$ cat config.mk
export PLATFORM = sky130hd
export DESIGN_NAME = ext_reset_conditioner
export DESIGN_NICKNAME = d
export VERILOG_FILES = /design/src/rtl/rstc_pkg.sv /design/src/rtl/rstc_sync.sv /design/src/rtl/rstc_filter.sv /design/src/rtl/rstc_stretch.sv /design/src/rtl/ext_reset_conditioner.sv
export SDC_FILE = /design/constraint.sdc
export NUM_CORES = 1
export LEC_CHECK = 0
export BUFFER_PORTS_ARGS = -buffer_cell sky130_fd_sc_hd__buf_2
export CORE_MARGIN = 4
export CORE_UTILIZATION = 28
export CTS_BUF_LIST = sky130_fd_sc_hd__clkbuf_16
export DETAILED_ROUTE_END_ITERATION = 7
export HOLD_SLACK_MARGIN = 0.08
export MAX_ROUTING_LAYER = met4
export PLACE_DENSITY_LB_ADDON = 0.2
export SLEW_MARGIN = 20
export SYNTH_ARGS = -nofsm -noshare
export SYNTH_HDL_FRONTEND = slang
export SYNTH_SLANG_ARGS = --single-unit
$ cat constraint.sdc
create_clock -name clk -period 1.5 [get_ports clk]
set_input_delay 0.375 -clock clk [delete_from_list [all_inputs] [get_ports clk]]
set_output_delay 0.375 -clock clk [all_outputs]
set_load 0.03 [all_outputs]
$ cat src/rtl/rstc_pkg.sv
package rstc_pkg;

    localparam int unsigned DEF_FILT_LEN   = 4;
    localparam int unsigned DEF_HOLD_LEN   = 18;
    localparam int unsigned DEF_SYNC_DEPTH = 2;
    localparam int unsigned DEF_PC_W       = 16;
    localparam logic [15:0] DEF_START_PC   = 16'h000C;

    // Stretcher phases: running, minimum hold counting, extended by pin
    typedef enum logic [1:0] {
        PH_RUN    = 2'd0,
        PH_HOLD   = 2'd1,
        PH_EXTEND = 2'd2
    } stretch_ph_t;

    // Width needed to hold values 0..max_v
    function automatic int unsigned cnt_width(input int unsigned max_v);
        return (max_v < 2) ? 1 : $clog2(max_v + 1);
    endfunction

endpackage

$ cat src/rtl/rstc_sync.sv
module rstc_sync #(
    parameter int unsigned DEPTH = 2
) (
    input  logic clk,
    input  logic rst,
    input  logic async_n,
    output logic line_low
);
    logic [DEPTH-1:0] chain_q;

    generate
        for (genvar i = 0; i < DEPTH; i++) begin : g_stage
            if (i == 0) begin : g_first
                always_ff @(posedge clk) begin
                    if (rst) chain_q[0] <= 1'b1;
                    else     chain_q[0] <= async_n;
                end
            end else begin : g_next
                always_ff @(posedge clk) begin
                    if (rst) chain_q[i] <= 1'b1;
                    else     chain_q[i] <= chain_q[i-1];
                end
            end
        end
    endgenerate

    assign line_low = ~chain_q[DEPTH-1];

endmodule

$ cat src/rtl/rstc_filter.sv
module rstc_filter
    import rstc_pkg::*;
#(
    parameter int unsigned FILT_LEN = DEF_FILT_LEN
) (
    input  logic clk,
    input  logic rst,
    input  logic line_low,
    output logic accept
);
    localparam int unsigned RUN_MAX = FILT_LEN + 1;
    localparam int unsigned RUN_W   = cnt_width(RUN_MAX);

    logic [RUN_W-1:0] run_q;

    // Counts consecutive low samples; saturates past the accept point so
    // that one low episode produces one acceptance only.
    always_ff @(posedge clk) begin
        if (rst || !line_low) begin
            run_q <= '0;
        end else if (run_q != RUN_W'(RUN_MAX)) begin
            run_q <= run_q + 1'b1;
        end
    end

    assign accept = line_low && (run_q == RUN_W'(FILT_LEN));


    accept_prev_low_chk: assert property (@(posedge clk) disable iff (rst)
        accept |-> $past(line_low));


    run_clear_chk: assert property (@(posedge clk) disable iff (rst)
        !line_low |=> (run_q == '0));

endmodule

$ cat src/rtl/rstc_stretch.sv
module rstc_stretch
    import rstc_pkg::*;
#(
    parameter int unsigned HOLD_LEN = DEF_HOLD_LEN
) (
    input  logic clk,
    input  logic rst,
    input  logic accept,
    input  logic line_low,
    output logic core_rst,
    output logic pc_load
);
    localparam int unsigned HOLD_W = cnt_width(HOLD_LEN);

    stretch_ph_t       ph_q;
    logic [HOLD_W-1:0] hold_q;
    logic              load_q;

    always_ff @(posedge clk) begin
        if (rst) begin
            ph_q   <= PH_RUN;
            hold_q <= '0;
            load_q <= 1'b0;
        end else begin
            load_q <= 1'b0;
            if (accept) begin
                ph_q   <= PH_HOLD;
                hold_q <= HOLD_W'(1);
            end else begin
                unique case (ph_q)
                    PH_HOLD: begin
                        if (hold_q == HOLD_W'(HOLD_LEN)) begin
                            if (line_low) begin
                                ph_q <= PH_EXTEND;
                            end else begin
                                ph_q   <= PH_RUN;
                                load_q <= 1'b1;
                            end
                        end else begin
                            hold_q <= hold_q + 1'b1;
                        end
                    end
                    PH_EXTEND: begin
                        if (!line_low) begin
                            ph_q   <= PH_RUN;
                            load_q <= 1'b1;
                        end
                    end
                    default: ;
                endcase
            end
        end
    end

    assign core_rst = (ph_q != PH_RUN);
    assign pc_load  = load_q;

    // Independent cycle tally since the last acceptance
    logic [HOLD_W-1:0] seen_q;
    always_ff @(posedge clk) begin
        if (rst)                                         seen_q <= '0;
        else if (accept)                                 seen_q <= HOLD_W'(1);
        else if (core_rst && seen_q != HOLD_W'(HOLD_LEN)) seen_q <= seen_q + 1'b1;
    end


    hold_min_chk: assert property (@(posedge clk) disable iff (rst)
        (core_rst && seen_q != HOLD_W'(HOLD_LEN)) |=> core_rst);


    pin_extend_chk: assert property (@(posedge clk) disable iff (rst)
        (core_rst && line_low) |=> core_rst);


    rise_src_chk: assert property (@(posedge clk) disable iff (rst)
        $rose(core_rst) |-> $past(accept));


    load_pulse_chk: assert property (@(posedge clk) disable iff (rst)
        pc_load |-> (!core_rst && $past(core_rst)));


    load_single_chk: assert property (@(posedge clk) disable iff (rst)
        pc_load |=> !pc_load);

endmodule

$ cat src/rtl/ext_reset_conditioner.sv
module ext_reset_conditioner
    import rstc_pkg::*;
#(
    parameter int unsigned SYNC_DEPTH = DEF_SYNC_DEPTH,
    parameter int unsigned FILT_LEN   = DEF_FILT_LEN,
    parameter int unsigned HOLD_LEN   = DEF_HOLD_LEN,
    parameter int unsigned PC_W       = DEF_PC_W,
    parameter logic [PC_W-1:0] START_PC = PC_W'(DEF_START_PC)
) (
    input  logic            clk,
    input  logic            rst,
    input  logic            ext_rst_n,
    output logic            core_rst,
    output logic            pc_load,
    output logic [PC_W-1:0] start_pc
);
    logic line_low;
    logic accept;

    rstc_sync #(.DEPTH(SYNC_DEPTH)) u_sync (
        .clk      (clk),
        .rst      (rst),
        .async_n  (ext_rst_n),
        .line_low (line_low)
    );

    rstc_filter #(.FILT_LEN(FILT_LEN)) u_filter (
        .clk      (clk),
        .rst      (rst),
        .line_low (line_low),
        .accept   (accept)
    );

    rstc_stretch #(.HOLD_LEN(HOLD_LEN)) u_stretch (
        .clk      (clk),
        .rst      (rst),
        .accept   (accept),
        .line_low (line_low),
        .core_rst (core_rst),
        .pc_load  (pc_load)
    );

    assign start_pc = START_PC;


    init_quiet_chk: assert property (@(posedge clk)
        $past(rst) |-> (!core_rst && !pc_load));

endmodule

==> flow_summary.yaml <==
worst_setup_path:
  rrSetupSlack_ps: 140
  crit_end: "core_rst"
  required_ps: 1120
  r2r-start: "u_stretch.hold_q[0]"
  ff2ff_path_depth: 5
  critPathMaxFanout: 3
  setup.worst_path.class: "flip-flop to output port"
  crit_start: "u_stretch.ph_q[0]"
  rr_endpoint: "u_stretch.hold_q[2]"
  arrival_ps: 1050
  start_kind: "flip-flop"
  end_kind: "output port"
route:
  wl_um: 1296
  viasPerCell: 4.318
  drc: 0
  detail-route-antenna-nets: 0
  first_pass_iters: 2
  num_vias: 557
  wl_per_cell_um: 10.05
  dr.first_iter.drc_count: 6
yosys:
  synth.avg_cell_area_um2: 8.992
  ys_ff_latch: 13
  syn_inst: 91
  synth_edf_count: 0
  ys_types: 30
  synthFlopType: "dfxtp_1"
  synth_area_um2: 818.3
  ys_seq_area_frac: 0.3180
  synth_warnings: 0
  synthArstFlopShare: 0
layout:
  stdcell_area_um2: 900.9
  layout.nets: 110
  fillers: 301
  drive_gt1_frac: 0.1735
  ff_latch_area_um2: 262.8
  area_delta_synth_final_pct: 10.09
  n_antenna_cell: 0
  multi_input_area_um2: 456.7
sta:
  finalCritPeriodShare: 0.9485
  hold_viol: 0
  fmax_ghz: 0.7029
  clock-skew-final_ps: 1.125
  period_needed_ps: 1423
  slew_violations: 0
  setup_tns_ps: 0
  setup_viol: 0
  hold_ws_ps: 315.8
  rsz0062_at_grt: "no"
hold_path:
  hp-class: "primary input to flip-flop"
cts:
  cts_setup_buffers: 0
  cts.clk_slew.worst_paths_ps: 40
  cts_tree: "yes"
  cts_hold_buf: 0
  cts-root-buf: "clkbuf_16"
  clk_latency_ps: 240
  cts-htree-levels: 1
  numCtsBuffers: 3
  clock_path_buffers: 2
  numClockSinks: 13
global_routing:
  grt_pass1_wl_um: 2277
  overflow: 0
  grt_max_degree: 9
  grt_usage: 0.08366
  grt_pass1_vias: 540
  antenna_found_initial: 0
run:
  drv_cap: 0
floorplanning:
  start_util: 0.2942
  core_area_um2: 2781
  die_y_um: 62.06
  fp-row-count: 19
  die_area_um2: 3851
  io_pins: 21
  die_w_um: 62.06
pwr:
  pwr_density_cell_nw_per_um2: 1022
  max-vdd-ir-drop_uv: 743.4
  p_int_w: 0.0007106
  p_switching_w: 0.0002098
  swShare: 0.2279
  seqPwrFrac: 0.382
  power_frac_clock: 0.540
  combPwrFrac: 0.078
  leakage_nw: 0.3698
placement:
  place_area_um2: 817.0
  io_buffer_count: 4
  dp_hpwl_um: 1050
  place_congestion: 0.6966
run_status:
  outcome: "finished clean"
-- logic make-up after synthesis --
group | Yosys count | share of synthesized area
and+or+nand+nor | 27 | 0.2003
buffers and inverters | 24 | 0.1881
AOI/OAI and AO/OA | 14 | 0.1300
DFF | 13 | 0.3180
adders and majority gates | 8 | 0.1223
xor gates and xnor gates | 3 | 0.03212
other | 2 | 0.009178
-- synth_stat cells (2+ instances only) --
library cell,number,share of area
ha_1,8,0.12
nand2_1,6,0.028
nand4_1,2,0.015
nor2_1,8,0.037
nor3_1,2,0.012
buf_4,17,0.16
conb_1,2,0.0092
inv_1,7,0.032
a211oi_1,2,0.018
or2_2,2,0.015
xor2_1,2,0.021
dfxtp_1,13,0.32
a21oi_1,3,0.018
-- metrics by stage --
step	cells	util	setup WS, ps	total power (W)
2_1_floorplan	105	-	208.8	0.0004529
3_3_place_gp	125	0.2937	152.9	0.0004294
3_5_place_dp	125	0.2937	153.7	0.0004295
4_1_cts	129	0.3221	9.796	0.0009381
5_1_grt	129	0.3239	14.36	0.0009626
6_report	129	0.3239	77.23	0.0009203
-- registers in the layout, indices dropped and copies added (netlist names) --
signal / count
u_sync.chain_q: 2
u_stretch.ph_q: 2
u_stretch.hold_q: 5
u_stretch.pc_load: 1
u_filter.run_q: 3
-- area by class of cell --
class	instances	area share
Clock buffer	3	0.08333
Clock inverter	1	0.004167
Inverter	7	0.02917
Multi-Input combinational cell	68	0.5069
Sequential cell	13	0.2917
Tap cell	31	0.04306
Timing Repair Buffer	6	0.04167
-- critical path, cell delays in order, from the launching register on --
cell and delay (ps):
dfxtp_2 330, inv_1 70, ha_1 190, inv_1 50, clkbuf_4 170
-- timing repair --
action / 4_1_cts / 5_1_grt
setup endpoints to repair: 0 / 1
resized for setup: 0 / 3
hold endpoints to repair: 0 / 0
-- power groups by stage --
stage | sequential (W) | clock [W] | combinational (W)
floorplan | 0.000358 | 0 | 0.0000951
global placement | 0.000358 | 0 | 0.0000715
detailed placement | 0.000358 | 0 | 0.0000715
CTS | 0.000351 | 0.000515 | 0.0000717
global route | 0.000351 | 0.000533 | 0.0000777
finish | 0.000352 | 0.000497 | 0.0000719
-- placed cells by master (no fill, tap or decap), drive strengths merged, types with 3 or more instances in the layout --
cell type / n
or2: 4
buf: 5
nor2: 8
nand2: 6
dfxtp: 13
conb: 16
clkbuf: 4
ha: 8
inv: 8
a21oi: 3
-- worst min-delay path by stage --
stage | from | to | slack [ps] | depth (start not counted)
after CTS | ext_rst_n | u_sync.chain_q[0] | 310 | 2
final | ext_rst_n | u_sync.chain_q[0] | 320 | 2
after global routing | ext_rst_n | u_sync.chain_q[0] | 320 | 2
after detailed placement | u_sync.chain_q[0] | u_sync.chain_q[1] | 400 | 1
after floorplan | u_sync.chain_q[0] | u_sync.chain_q[1] | 390 | 1
after global placement | u_sync.chain_q[0] | u_sync.chain_q[1] | 400 | 1
-- layer usage --
layer / track usage / vias to the layer above / share of wire
li1: - / 286 / -
met1: 0.09193 / 261 / 0.43
met2: 0.1302 / 8 / 0.51
met3: 0.03719 / 2 / 0.049
met4: 0.03636 / 0 / 0.0085
met5: - / - / 0
Power figures use the tool's default switching activity.
